File: config.mk
export PLATFORM = sky130hd
export DESIGN_NAME = mac_seq_tracker
export DESIGN_NICKNAME = d
export VERILOG_FILES = /design/src/rtl/mac_seq_pkg.sv /design/src/rtl/mac_seq_ctrl.sv /design/src/rtl/mac_seq_dp.sv /design/src/rtl/mac_seq_tracker.sv
export SDC_FILE = /design/constraint.sdc
export NUM_CORES = 1
export LEC_CHECK = 0
export ABC_CLOCK_PERIOD_IN_PS = 5190
export BUFFER_PORTS_ARGS = -buffer_cell sky130_fd_sc_hd__buf_2
export CAP_MARGIN = 20
export CORE_AREA = 2 2 118 63
export DETAILED_ROUTE_END_ITERATION = 12
export DIE_AREA = 0 0 120 65
export GPL_TIMING_DRIVEN = 0
export MAX_ROUTING_LAYER = met4
export PLACE_DENSITY = 0.51
export SYNTH_ARGS = -nofsm -noshare
export SYNTH_HDL_FRONTEND = slang
export SYNTH_HIERARCHICAL = 1
export SYNTH_SLANG_ARGS = --single-unit
File: constraint.sdc
create_clock -name clk -period 5.19 [get_ports clk]
set_input_delay 0.2595 -clock clk [delete_from_list [all_inputs] [get_ports clk]]
set_output_delay 0.2595 -clock clk [all_outputs]
set_load 0.02 [all_outputs]
File: src/rtl/mac_seq_pkg.sv
package mac_seq_pkg;
  typedef struct packed {
    logic clr;      // counter back to zero
    logic stepOne;  // counter += 1
    logic stepTwo;  // counter += 2
    logic issueA;   // grant first MAC
    logic issueB;   // grant second MAC
    logic rej;      // refuse (whole command or its second MAC)
  } seqStrb_t;
endpackage

File: src/rtl/mac_seq_ctrl.sv
module mac_seq_ctrl
  import mac_seq_pkg::*;
(
  input  logic     clk,
  input  logic     rstN,
  input  logic     clrEvt,
  input  logic     nonceEvt,
  input  logic     crcErr,
  input  logic     macStart,
  input  logic     macDual,
  input  logic     cmpFail,
  input  logic     firstAtMax,
  input  logic     secondAtMax,
  output seqStrb_t strb,
  output logic     nonceValid
);
  logic validNext;

  // Priority: reset-class > compare failure > nonce > MAC start
  always_comb begin
    strb      = '0;
    validNext = nonceValid;
    if (clrEvt) begin
      strb.clr  = 1'b1;
      validNext = 1'b0;
    end else if (cmpFail) begin
      strb.clr  = 1'b1;
      validNext = 1'b0;
    end else if (nonceEvt && !crcErr) begin
      strb.clr  = 1'b1;
      validNext = 1'b1;
    end else if (macStart && !crcErr) begin
      if (!nonceValid) begin
        strb.rej = 1'b1;
      end else begin
        strb.issueA = 1'b1;
        if (firstAtMax) begin
          strb.clr  = 1'b1;
          validNext = 1'b0;
          strb.rej  = macDual;
        end else if (macDual) begin
          strb.issueB = 1'b1;
          if (secondAtMax) begin
            strb.clr  = 1'b1;
            validNext = 1'b0;
          end else begin
            strb.stepTwo = 1'b1;
          end
        end else begin
          strb.stepOne = 1'b1;
        end
      end
    end
  end

  always_ff @(posedge clk or negedge rstN) begin
    if (!rstN) nonceValid <= 1'b0;
    else       nonceValid <= validNext;
  end

  // reset-class events drop the nonce
  p_clear_invalidates_r1: assert property (@(posedge clk) disable iff (!rstN)
    clrEvt |=> !nonceValid);
  // a clean, unpreempted nonce command makes the nonce usable
  p_nonce_sets_valid_r2: assert property (@(posedge clk) disable iff (!rstN)
    (nonceEvt && !crcErr && !clrEvt && !cmpFail) |=> nonceValid);
  // a second MAC is never granted without the first
  p_dual_needs_first_r4: assert property (@(posedge clk) disable iff (!rstN)
    strb.issueB |-> strb.issueA);
  // no grant is issued without a valid nonce
  p_grant_needs_valid_r6: assert property (@(posedge clk) disable iff (!rstN)
    strb.issueA |-> nonceValid);
  // compare failure drops the nonce
  p_cmpfail_invalidates_r8: assert property (@(posedge clk) disable iff (!rstN)
    cmpFail |=> !nonceValid);
endmodule

File: src/rtl/mac_seq_dp.sv
module mac_seq_dp
  import mac_seq_pkg::*;
#(
  parameter int CNT_W = 8
) (
  input  logic             clk,
  input  logic             rstN,
  input  seqStrb_t         strb,
  output logic             firstAtMax,
  output logic             secondAtMax,
  output logic [CNT_W-1:0] count,
  output logic             grantA,
  output logic [CNT_W-1:0] seqA,
  output logic             grantB,
  output logic [CNT_W-1:0] seqB,
  output logic             reject
);
  localparam logic [CNT_W-1:0] MAX_VAL = {CNT_W{1'b1}};
  localparam logic [CNT_W-1:0] ONE     = CNT_W'(1);
  localparam logic [CNT_W-1:0] TWO     = CNT_W'(2);

  logic [CNT_W-1:0] plusOne, plusTwo, countNext;

  assign plusOne     = count + ONE;
  assign plusTwo     = count + TWO;
  assign firstAtMax  = (plusOne == MAX_VAL);
  assign secondAtMax = (plusTwo == MAX_VAL);

  always_comb begin
    countNext = count;
    if (strb.clr)          countNext = '0;
    else if (strb.stepTwo) countNext = plusTwo;
    else if (strb.stepOne) countNext = plusOne;
  end

  always_ff @(posedge clk or negedge rstN) begin
    if (!rstN) begin
      count  <= '0;
      grantA <= 1'b0;
      grantB <= 1'b0;
      reject <= 1'b0;
      seqA   <= '0;
      seqB   <= '0;
    end else begin
      count  <= countNext;
      grantA <= strb.issueA;
      grantB <= strb.issueB;
      reject <= strb.rej;
      if (strb.issueA) seqA <= plusOne;
      if (strb.issueB) seqB <= plusTwo;
    end
  end

  // without a clear the counter only moves upward (never wraps)
  p_no_overflow_r5: assert property (@(posedge clk) disable iff (!rstN)
    !strb.clr |=> count >= $past(count));
  // a granted value is never zero
  p_seq_nonzero_r3: assert property (@(posedge clk) disable iff (!rstN)
    grantA |-> seqA != '0);
  // a refused command leaves the counter alone
  p_reject_holds_r6: assert property (@(posedge clk) disable iff (!rstN)
    (strb.rej && !strb.issueA) |=> $stable(count));
endmodule

File: src/rtl/mac_seq_tracker.sv
module mac_seq_tracker
  import mac_seq_pkg::*;
#(
  parameter int CNT_W = 8
) (
  input  logic             clk,
  input  logic             rstN,
  input  logic             wakeEvt,
  input  logic             resetCmdEvt,
  input  logic             tamperEvt,
  input  logic             nonceEvt,
  input  logic             crcErr,
  input  logic             macStart,
  input  logic             macDual,
  input  logic             cmpFail,
  output logic             nonceValid,
  output logic             macGrantA,
  output logic [CNT_W-1:0] macSeqA,
  output logic             macGrantB,
  output logic [CNT_W-1:0] macSeqB,
  output logic             macReject,
  output logic [CNT_W-1:0] infoCount
);
  seqStrb_t strb;
  logic     clrEvt, firstAtMax, secondAtMax;

  assign clrEvt = wakeEvt | resetCmdEvt | tamperEvt;

  mac_seq_ctrl u_ctrl (
    .clk(clk), .rstN(rstN), .clrEvt(clrEvt), .nonceEvt(nonceEvt),
    .crcErr(crcErr), .macStart(macStart), .macDual(macDual),
    .cmpFail(cmpFail), .firstAtMax(firstAtMax), .secondAtMax(secondAtMax),
    .strb(strb), .nonceValid(nonceValid)
  );

  mac_seq_dp #(.CNT_W(CNT_W)) u_dp (
    .clk(clk), .rstN(rstN), .strb(strb),
    .firstAtMax(firstAtMax), .secondAtMax(secondAtMax),
    .count(infoCount), .grantA(macGrantA), .seqA(macSeqA),
    .grantB(macGrantB), .seqB(macSeqB), .reject(macReject)
  );

  // a single grant advances the readback by exactly one unless the session ends
  p_info_tracks_r10: assert property (@(posedge clk) disable iff (!rstN)
    (macGrantA && !macGrantB && nonceValid) |-> infoCount == macSeqA);
endmodule

# After elaboration in Yosys (flattened, before gate mapping)
# Cells that the tools add are included.
dict set report classes {
  n_bitwise 2
  n_mux 29
  n_addsub 2
  reduce_logical 5
  n_eq_ne 2
}
# op n
set op_table {}
lappend op_table {{8-bit two-way mux} 3}
lappend op_table {{1-bit two-way mux} 20}
lappend op_table {{5-bit two-way mux} 4}
lappend op_table {{8-bit == test (second input constant)} 2}
lappend op_table {{8-bit by 1-bit adder with 8-bit output (second input constant)} 1}
lappend op_table {{8-bit by 2-bit adder with 8-bit output (second input constant)} 1}
lappend op_table {{6-bit two-way mux} 1}
lappend op_table {{4-bit nonzero test} 1}
lappend op_table {{3-bit nonzero test} 1}
lappend op_table {{1-bit logical AND} 2}
lappend op_table {{2-bit two-way mux} 1}
lappend op_table {{1-bit OR} 2}
lappend op_table {{1-bit zero test} 1}
dict set report totals {
  inputBits 10
  output_inout_bits 28
  ff_bits 28
  wordCells 47
}

# Depth between registers and ports, before layout
# Gate-level depths: netlist of run 1.
dict set report logic_depth {
  depth_word 13
  depth_mapped 10
  mapped_depth_nobuf 10
}

# Modules after synthesis
# The synthesis of run 1 kept the hierarchy.
# module cells_per_inst n_inst area_each_um2 seq_area_each_um2
set modules_own_cells {}
lappend modules_own_cells {mac_seq_dp 132 1 1340.0 675.6}
lappend modules_own_cells {mac_seq_ctrl 17 1 157.7 25.0}
lappend modules_own_cells {mac_seq_tracker 1 1 6.3 0.0}

# Least setup slack after synthesis of run 1
# No wires, ideal clock.
dict set report synth_timing {
  path_kind {flip-flop to flip-flop}
  startpoint {register u_dp.count[1]}
  endpoint {register u_dp.count[6]}
  t_arrival_ps 2314
  n_path_buf 0
  setup_time_ps 128
  t_required_ps 5062
  path_stages_with_launch 10
  slack_ps 2747
  synth_period_minus_slack_ps 2443
  cell_sequence {dfrtp_1 ha_1 nand2_1 xor2_1 nor3_1 nor4b_4 nand3b_1 a21oi_1 xnor2_1 nor2_1}
}
# element line
set synth_lines {}
lappend synth_lines {{start: declaration} mac_seq_dp.sv:11} ;# output logic [CNT_W-1:0] count,
lappend synth_lines {{start signal: assignment} mac_seq_dp.sv:45} ;# count <= countNext;

==> flow_metrics.py, run 1 <==
metrics = {
    "outcome": {
        "status": "completed",
    },
    "clocking": {
        "cts_hold_buf": 0,
        "clock_path_buffers": 2,
        "cts_tree": "built",
        "clk_latency_ps": 270,
        "clockRootBuffer": "clkbuf_16",
        "path_clk_slew_ps": 70,
        "cts_sinks": 28,
        "cts_resized": 0,
        "htree_levels": 1,
        "cts_buffers": 3,
        "cts_setup_buffers": 0,
    },
    "final_layout": {
        "final_cell_mix": "38 x buf_2, 28 x dfrtp_1, 24 x nor2_1",
        "layout-drive-gt1-share_pct": 30.89,
        "finish.utilization_pct": 27.47,
        "area_delta_synth_final_pct": 26.21,
        "n_fill_cell": 779,
        "antenna_cells": 0,
        "layout_commonest_cell": "buf_2",
        "num-nets-final": 206,
    },
    "setup_path": {
        "cp_max_fo": 9,
        "r2r_slack_ps": 2340,
        "r2r_start": "u_dp/count[1]$_DFFE_PN0P_",
        "crit_type": "flip-flop to flip-flop",
        "end_kind": "flip-flop",
        "crit_chain": "ha_1 > nand2_1 > xor2_1 > nor3_1 > a21o_1 > a31oi_1 > o21ai_0 > buf_1 > nor2_1",
        "slowest_stage": "nor3_1",
        "rr_worst_depth": 9,
        "worst_ep_required_time_ps": 5330,
        "cpPeakStageDelay_ps": 640,
        "cp-startpoint": "u_dp/count[1]$_DFFE_PN0P_",
        "arrival_ps": 2990,
        "start_kind": "flip-flop",
    },
    "floorplanning": {
        "row_count": 22,
        "die_y_um": 65,
        "dieArea_mm2": 0.007800,
        "ios": 38,
        "initial_core_util_pct": 21.77,
        "dieWidth_um": 120,
        "coreArea_mm2": 0.006909,
    },
    "pwr": {
        "peakVddDrop_uv": 124.2,
        "power.density_mw_per_mm2": 225.9,
        "total_power_w": 0.0004287,
        "p_leak_nw": 0.8734,
    },
    "global_route": {
        "antenna_found_initial": 0,
        "grt_pass1_vias": 1074,
        "grt_max_degree": 29,
        "grt_overflow_total": 0,
        "grt_use_total_pct": 10.29,
        "grt_pass1_wl_um": 5851,
    },
    "placement": {
        "place_ws_ps": 2363,
        "dpl.hpwl_um": 2816,
        "io_buffers": 37,
        "gp_congestion": 0.8447,
    },
    "sta": {
        "worst_slew_pin_slew_ps": 745.7,
        "maxSlewHeadroom_pct": 49.90,
        "slew_viol_final": 0,
        "clock_skew_ps": 3.631,
        "period_share_pct": 54.90,
        "hold_viol": 0,
        "setup_viol": 0,
        "finalSetupTns_ps": 0,
        "fin_hold_ws_ps": 15.30,
        "max_clock_freq_mhz": 350.9,
        "rsz0062_at_grt": "false",
        "fin_crit_ps": 2850,
        "layout_setup_ws_ps": 2340,
    },
    "drt": {
        "wl_um": 3637,
        "via_per_inst": 4.056,
        "drt_pass1_iterations": 4,
        "route.vias.total": 1164,
        "postRouteAntennaNets": 0,
        "drc": 0,
        "drtIter0Drc": 54,
        "wl_per_cell_um": 12.67,
    },
    "yosys": {
        "ys_ff_latch": 28,
        "synth-seq-area-share_pct": 46.59,
        "synth_nets": 164,
        "yosys_warnings": 6,
        "synth_area_mm2": 0.001504,
        "syn-instance-count": 150,
        "synth.distinct_cells": 37,
        "avgSynthCellArea_um2": 10.03,
    },
    "flow_run": {
        "maxCapViolCount": 0,
    },
    "hold_path": {
        "hold_path_class": "input port to asynchronous set/reset pin",
    },
}
[logic make-up after synthesis]
kind of cell | Yosys count | synth area share [%]
multiplexers | 6 | 4.409
AND/OR/NAND/NOR | 57 | 22.55
AO/OA/AOI/OAI | 26 | 9.152
buffers and inverters | 13 | 4.658
adder cells (fa/ha/maj) | 4 | 3.328
XOR/XNOR | 16 | 9.318
flip-flops | 28 | 46.59
[layer usage]
| layer | up-vias | part of all wire (%) | global-route usage (%) |
|---|---|---|---|
| met5 | - | 0 | - |
| met4 | 0 | 0 | 0.8824 |
| met3 | 0 | 7.1 | 4.137 |
| met2 | 33 | 37 | 12.57 |
| met1 | 542 | 56 | 15.78 |
| li1 | 589 | - | - |
[cells in the mapped netlist (all sizes together)]
cell type   n  area, um2
nor3b       3      38.79
nand2       8      32.54
nand3       6      55.05
buf         5      38.78
dfrtp      28      700.7
xor2        4      35.03
or3         2      12.51
a21o        1      7.510
inv         5      18.77
mux2i       1      10.01
nor3        4      25.02
xnor2      12      105.1
a21oi      18      90.09
a31oi       2      12.51
and3        1      6.260
nor2b       3      18.77
a22oi       1      7.510
ha          4      50.05
clkbuf      3      12.51
nor2       24      90.09
nand4       1      6.260
nand3b      1      7.510
nor4b       1      23.77
o21ai       4      20.02
or2b        2      16.27
and2        1      6.260
mux2        5      56.30
[per-stage QoR]
stage / instances / instance area [um2]
floorplan: 150 / 1504
global placement: 283 / 1809
detailed placement: 283 / 1809
CTS: 287 / 1898
global route: 287 / 1898
finish: 287 / 1898
[power breakdown]
part | total [W] | switching, W | leakage [nW] | internal [W]
registers | 0.000219 | 0.000000482 | 0.391 | 0.000219
logic | 0.0000145 | 0.00000946 | 0.438 | 0.00000503
clock network | 0.000195 | 0.0000766 | 0.0442 | 0.000118
total | 0.000429 | 0.0000865 | 0.873 | 0.000342
[layout make-up]
| cell class | count | area (um2) | share of cell area, % |
|---|---|---|---|
| inverters | 5 | 18.77 | 0.9888 |
| plain buffers | 8 | 51.30 | 2.703 |
| clock buffers | 4 | 88.84 | 4.680 |
| flip-flops and latches | 28 | 700.7 | 36.91 |
| repair buffers | 37 | 185.2 | 9.756 |
| multi-input cells | 109 | 733.2 | 38.63 |
| well taps | 96 | 120.1 | 6.328 |
[critical path, delay by kind of cell, from the launching register on]
kind	cells	cell delay, ps
AND/OR/NAND/NOR	3	850
flip-flops	1	530
AO/OA/AOI/OAI	3	430
buffers and inverters	1	410
adder cells (fa/ha/maj)	1	350
XOR/XNOR	1	170
[final timing paths]
path,end
worst max-delay path,u_dp/count[0]$_DFFE_PN0P_
worst min-delay path,u_dp/seqB[5]$_DFFE_PN0P_
worst max register to register,u_dp/count[0]$_DFFE_PN0P_
worst min register to register,u_dp/seqB[2]$_DFFE_PN0P_
max in group asynchronous,u_dp/seqA[7]$_DFFE_PN0P_
min in group clk,u_dp/reject$_DFF_PN0_
[state kept, by name, summed over array words and instances, names as in the netlist]
register / cells
u_dp/grantA: 1
u_dp/reject: 1
u_dp/count: 8
u_ctrl/nonceValid: 1
u_dp/seqB: 8
u_dp/seqA: 8
u_dp/grantB: 1
(Power assumes the default switching activity.)
==> run 2: changes to the inputs <==
--- a/config.mk
+++ b/config.mk
@@ -5,7 +5,7 @@
 export SDC_FILE = /design/constraint.sdc
 export NUM_CORES = 1
 export LEC_CHECK = 0
-export ABC_CLOCK_PERIOD_IN_PS = 5190
+export ABC_CLOCK_PERIOD_IN_PS = 2300
 export BUFFER_PORTS_ARGS = -buffer_cell sky130_fd_sc_hd__buf_2
 export CAP_MARGIN = 20
 export CORE_AREA = 2 2 118 63
@@ -13,7 +13,7 @@
 export DIE_AREA = 0 0 120 65
 export GPL_TIMING_DRIVEN = 0
 export MAX_ROUTING_LAYER = met4
-export PLACE_DENSITY = 0.51
+export PLACE_DENSITY = 0.53
 export SYNTH_ARGS = -nofsm -noshare
 export SYNTH_HDL_FRONTEND = slang
 export SYNTH_HIERARCHICAL = 1
==> constraint.sdc (replaced) <==
create_clock -name clk -period 2.3 [get_ports clk]
set_input_delay 0.115 -clock clk [delete_from_list [all_inputs] [get_ports clk]]
set_output_delay 0.115 -clock clk [all_outputs]
set_load 0.02 [all_outputs]
==> flow_metrics.py, run 2 (synthesis results as in run 1) <==
metrics = {
    "hold_path": {
        "hp-start": "macDual",
        "hold_path_class": "input port to flip-flop",
    },
    "sta": {
        "maxSlewHeadroom_pct": 56.16,
        "worst_slew_pin_slew_ps": 657.5,
        "fin_crit_ps": 2233,
        "max_clock_freq_mhz": 447.8,
        "clock_skew_ps": 3.233,
        "slew_viol_final": 0,
        "period_share_pct": 97.10,
        "rsz0062_at_grt": "true",
        "finalSetupTns_ps": 0,
        "setup_viol": 0,
        "hold_viol": 0,
    },
    "pwr": {
        "peakVddDrop_uv": 287.8,
        "total_power_w": 0.0009682,
        "p_leak_nw": 0.9296,
        "power.density_mw_per_mm2": 473.6,
    },
    "global_route": {
        "grt_pass1_wl_um": 6085,
        "grt_max_degree": 29,
        "grt_use_total_pct": 10.71,
        "grt_overflow_total": 0,
        "grt_pass1_vias": 1100,
        "antenna_found_initial": 0,
    },
    "clocking": {
        "clockRootBuffer": "clkbuf_16",
        "cts_buffers": 3,
        "cts_sinks": 28,
        "clk_latency_ps": 260,
        "htree_levels": 1,
        "clock_path_buffers": 2,
        "cts_tree": "built",
        "path_clk_slew_ps": 70,
    },
    "setup_path": {
        "r2r_slack_ps": 70,
        "end_kind": "flip-flop",
        "rr_worst_depth": 9,
        "crit_type": "flip-flop to flip-flop",
        "crit_end": "u_dp/count[5]$_DFFE_PN0P_",
        "cp_max_fo": 5,
        "r2r_end": "u_dp/count[5]$_DFFE_PN0P_",
        "cp-startpoint": "u_dp/count[1]$_DFFE_PN0P_",
        "arrival_ps": 2430,
        "r2r_start": "u_dp/count[1]$_DFFE_PN0P_",
        "worst_ep_required_time_ps": 2490,
        "start_kind": "flip-flop",
    },
    "floorplanning": {
        "row_count": 22,
        "dieArea_mm2": 0.007800,
        "initial_core_util_pct": 21.77,
        "ios": 38,
        "dieWidth_um": 120,
        "die_y_um": 65,
        "coreArea_mm2": 0.006909,
    },
    "final_layout": {
        "stdcell_area_mm2": 0.002044,
        "area_delta_synth_final_pct": 35.94,
        "num-nets-final": 212,
        "seqCellArea_um2": 703.2,
        "antenna_cells": 0,
        "largest_registers": "u_dp/count: 8 flops, u_dp/seqA: 8 flops, u_dp/seqB: 8 flops",
        "layout_commonest_cell": "buf_2",
        "final_cell_mix": "37 x buf_2, 26 x dfrtp_1, 23 x nor2_1",
        "n_fill_cell": 728,
        "layout-drive-gt1-share_pct": 41.12,
        "multiInputGateArea_um2": 812.0,
        "finish.utilization_pct": 29.59,
    },
    "drt": {
        "drt_pass1_iterations": 4,
        "wl_um": 3870,
        "drc": 0,
        "via_per_inst": 4.038,
        "route.vias.total": 1183,
        "drtIter0Drc": 45,
        "postRouteAntennaNets": 0,
        "wl_per_cell_um": 13.21,
    },
    "placement": {
        "gp_congestion": 0.8476,
        "io_buffers": 37,
        "dpl.hpwl_um": 2873,
        "place_area_mm2": 0.001817,
    },
    "outcome": {
        "status": "completed",
    },
    "flow_run": {
        "maxCapViolCount": 0,
    },
}
-- run 2: cell types whose count changed in the layout (fill, tap and decap cells not counted), sizes merged --
cell,previous run,this run
dlygate4sd3,0,1
buf,42,47
-- run 2: worst min-delay path by stage --
stage                                    endpoint  slack (ps)  cells past startpoint
floorplan           u_ctrl/nonceValid$_DFFE_PN0P_        -180                      0
finish                      u_dp/reject$_DFF_PN0_         140                      3
detailed placement       u_dp/seqB[4]$_DFFE_PN0P_         190                      1
CTS                         u_dp/reject$_DFF_PN0_         130                      3
global route                u_dp/reject$_DFF_PN0_         150                      3
global placement         u_dp/seqB[4]$_DFFE_PN0P_         180                      1
-- run 2: where the power goes --
group          switching (W)  internal (W)
Clock               0.000171      0.000267
Sequential        0.00000108      0.000494
Combinational      0.0000221     0.0000131
-- run 2: what timing repair did --
item                                   4_1_cts  5_1_grt
resized for setup                            8       20
setup endpoints to repair                   16       13
hold buffers                                 1        0
endpoints found under the hold margin       28        0
pin swaps                                    1        7
setup buffers                                3        2
-- run 2: metal layers --
metal  wire length (um)  part of all wire [%]  global-route usage, %
met1               2222                    57                  17.05
met2               1444                    37                  12.86
met3                203                   5.2                  3.081
met4                  0                     0                  1.765
met5                  0                     0                      -
-- run 2: final cells by class --
class | instances | area share, %
well taps | 96 | 5.875
multi-input cells | 109 | 39.72
clock buffers | 4 | 4.345
flip-flops and latches | 28 | 34.39
plain buffers | 8 | 3.182
repair buffers | 43 | 11.57
inverters | 5 | 0.9180
-- run 2: critical path, cell delays in order, from the launching register on --
cell     delay (ps)
dfrtp_2         460
ha_4            190
or2b_4          200
o21ai_1          70
a21oi_2         180
nor2_2           80
nor4b_4         410
a21oi_2         120
or3_1           320
a21oi_1         140
-- run 2: through the flow --
stage	hold slack (ps)	std cells	setup WS, ps
floorplan	-180.6	150	57.35
global placement	184.0	283	-236.9
detailed placement	185.3	283	-271.3
CTS	128.8	291	4.530
global route	150.1	293	-40.31
finish	136.6	293	66.67
==> run 3: changes to the inputs <==
--- a/config.mk
+++ b/config.mk
@@ -14,6 +14,7 @@
 export GPL_TIMING_DRIVEN = 0
 export MAX_ROUTING_LAYER = met4
 export PLACE_DENSITY = 0.53
+export RECOVER_POWER = 100
 export SYNTH_ARGS = -nofsm -noshare
 export SYNTH_HDL_FRONTEND = slang
 export SYNTH_HIERARCHICAL = 1
==> flow_metrics.py, run 3 (synthesis results as in run 1) <==
metrics = {
    "setup_path": {
        "end_kind": "flip-flop",
        "slowest_stage": "dfrtp_2",
        "cpPeakStageDelay_ps": 460,
        "r2r_slack_ps": 70,
        "arrival_ps": 2430,
        "critPathBufInv": 0,
        "cpMostUsedCell": "a21oi_2",
        "crit_type": "flip-flop to flip-flop",
        "worst_ep_required_time_ps": 2490,
        "cp_max_fo": 5,
        "start_kind": "flip-flop",
        "crit_chain": "ha_4 > or2b_4 > o21ai_1 > a21oi_2 > nor2_2 > nor4b_4 > a21oi_2 > or3_1 > a21oi_1",
        "crit_family": "simple AND/OR/NAND/NOR gates",
    },
    "placement": {
        "place_area_mm2": 0.001817,
        "dpl.hpwl_um": 2873,
        "place_ws_ps": -271.3,
        "gp_congestion": 0.8476,
        "io_buffers": 37,
    },
    "final_layout": {
        "finish.utilization_pct": 29.17,
        "stdcell_area_mm2": 0.002016,
        "final_cell_mix": "26 x dfrtp_1, 24 x clkbuf_1, 23 x nor2_1",
        "largest_registers": "u_dp/count: 8 flops, u_dp/seqA: 8 flops, u_dp/seqB: 8 flops",
        "n_fill_cell": 740,
        "area_delta_synth_final_pct": 34.03,
        "antenna_cells": 0,
        "num-nets-final": 212,
        "layout-drive-gt1-share_pct": 29.44,
        "layout_commonest_cell": "dfrtp_1",
    },
    "pwr": {
        "seqPwrFrac_pct": 51.1,
        "peakVddDrop_uv": 287.6,
        "clockPowerShare_pct": 45.3,
        "p_leak_nw": 0.8298,
        "power.density_mw_per_mm2": 480.0,
        "switchingPower_w": 0.0001945,
        "power_frac_comb_pct": 3.6,
        "intPower_w": 0.0007730,
        "total_power_w": 0.0009675,
        "swShare_pct": 20.10,
    },
    "sta": {
        "worst_slew_pin_slew_ps": 1585,
        "layout_setup_ws_ps": 65.47,
        "clock_skew_ps": 3.257,
        "fin_crit_ps": 2235,
        "rsz0062_at_grt": "true",
        "slew_viol_final": 29,
        "maxSlewHeadroom_pct": -5.661,
        "period_share_pct": 97.15,
        "setup_viol": 0,
        "max_clock_freq_mhz": 447.5,
        "hold_viol": 0,
        "fin_hold_ws_ps": 136.6,
    },
    "floorplanning": {
        "ios": 38,
        "dieWidth_um": 120,
        "initial_core_util_pct": 21.77,
        "die_y_um": 65,
        "dieArea_mm2": 0.007800,
        "row_count": 22,
        "coreArea_mm2": 0.006909,
    },
    "global_route": {
        "grt_use_total_pct": 10.71,
        "grt_pass1_wl_um": 6085,
        "grt_max_degree": 29,
        "antenna_found_initial": 0,
        "grt_pass1_vias": 1100,
        "grt_overflow_total": 0,
    },
    "drt": {
        "wl_um": 3866,
        "via_per_inst": 3.993,
        "route.vias.total": 1170,
        "postRouteAntennaNets": 0,
        "drc": 0,
        "drt_pass1_iterations": 4,
        "wl_per_cell_um": 13.19,
        "drtIter0Drc": 41,
    },
    "clocking": {
        "cts_tree": "built",
        "clockRootBuffer": "clkbuf_16",
        "cts_buffers": 3,
        "clock_path_buffers": 2,
        "cts_sinks": 28,
        "clk_latency_ps": 260,
        "path_clk_slew_ps": 70,
        "htree_levels": 1,
    },
    "hold_path": {
        "hold_path_class": "input port to flip-flop",
    },
    "outcome": {
        "violations": "max-capacitance violations, max-slew violations",
        "status": "finished with violations",
    },
    "flow_run": {
        "maxCapViolCount": 1,
    },
}
==> run 3: tightest hold or removal path, stage by stage <==
cell and delay (ps):
buf_2 130, nand2_1 60, a21oi_1 60
==> run 3: worst paths after layout <==
check | startpoint | end | cells after the start
worst max-delay path | u_dp/count[1]$_DFFE_PN0P_ | u_dp/count[5]$_DFFE_PN0P_ | 9
worst min-delay path | macDual | u_dp/reject$_DFF_PN0_ | 3
worst max register to register | u_dp/count[1]$_DFFE_PN0P_ | u_dp/count[5]$_DFFE_PN0P_ | 9
worst min register to register | u_dp/seqB[0]$_DFFE_PN0P_ | u_dp/seqB[0]$_DFFE_PN0P_ | 1
max in group asynchronous | rstN | u_dp/count[1]$_DFFE_PN0P_ | 2
min in group asynchronous | rstN | u_dp/seqB[4]$_DFFE_PN0P_ | 2
==> run 3: final cells by class <==
class | instances | area (um2) | area share [%]
clock buffers | 4 | 88.84 | 4.407
plain buffers | 8 | 65.06 | 3.228
repair buffers | 43 | 207.7 | 10.30
flip-flops and latches | 28 | 703.2 | 34.89
multi-input cells | 109 | 812.0 | 40.29
well taps | 96 | 120.1 | 5.959
inverters | 5 | 18.77 | 0.9311
==> run 3: what timing repair did <==
| action | CTS | global route |
|---|---|---|
| buffers inserted | 3 | 2 |
| pin swaps | 1 | 7 |
| hold endpoints to repair | 28 | 0 |
| resized for setup | 8 | 20 |
| hold buffers | 1 | 0 |
| endpoints found under the setup margin | 16 | 13 |
==> run 3: per-stage QoR <==
step	std cells	setup TNS, ps
after floorplan	150	0
after global placement	283	-1971
after detailed placement	283	-2341
after CTS	291	0
after global routing	293	-127.3
final	293	0
==> run 3: metal layers <==
layer / global-route usage, % / part of all wire, % / vias to the layer above
li1: - / - / 599
met2: 12.86 / 37 / 27
met3: 3.081 / 5.4 / 0
met5: - / 0 / -
met1: 17.05 / 58 / 544
met4: 1.765 / 0 / 0
==> run 3: power by group through the flow <==
| stage | combinational (W) | clock, W | sequential (W) |
|---|---|---|---|
| floorplan | 0.00000793 | 0 | 0.000507 |
| global placement | 0.0000335 | 0 | 0.000504 |
| detailed placement | 0.0000342 | 0 | 0.000504 |
| CTS | 0.0000364 | 0.000454 | 0.000495 |
| global route | 0.0000391 | 0.000477 | 0.000495 |
| finish | 0.0000346 | 0.000438 | 0.000495 |
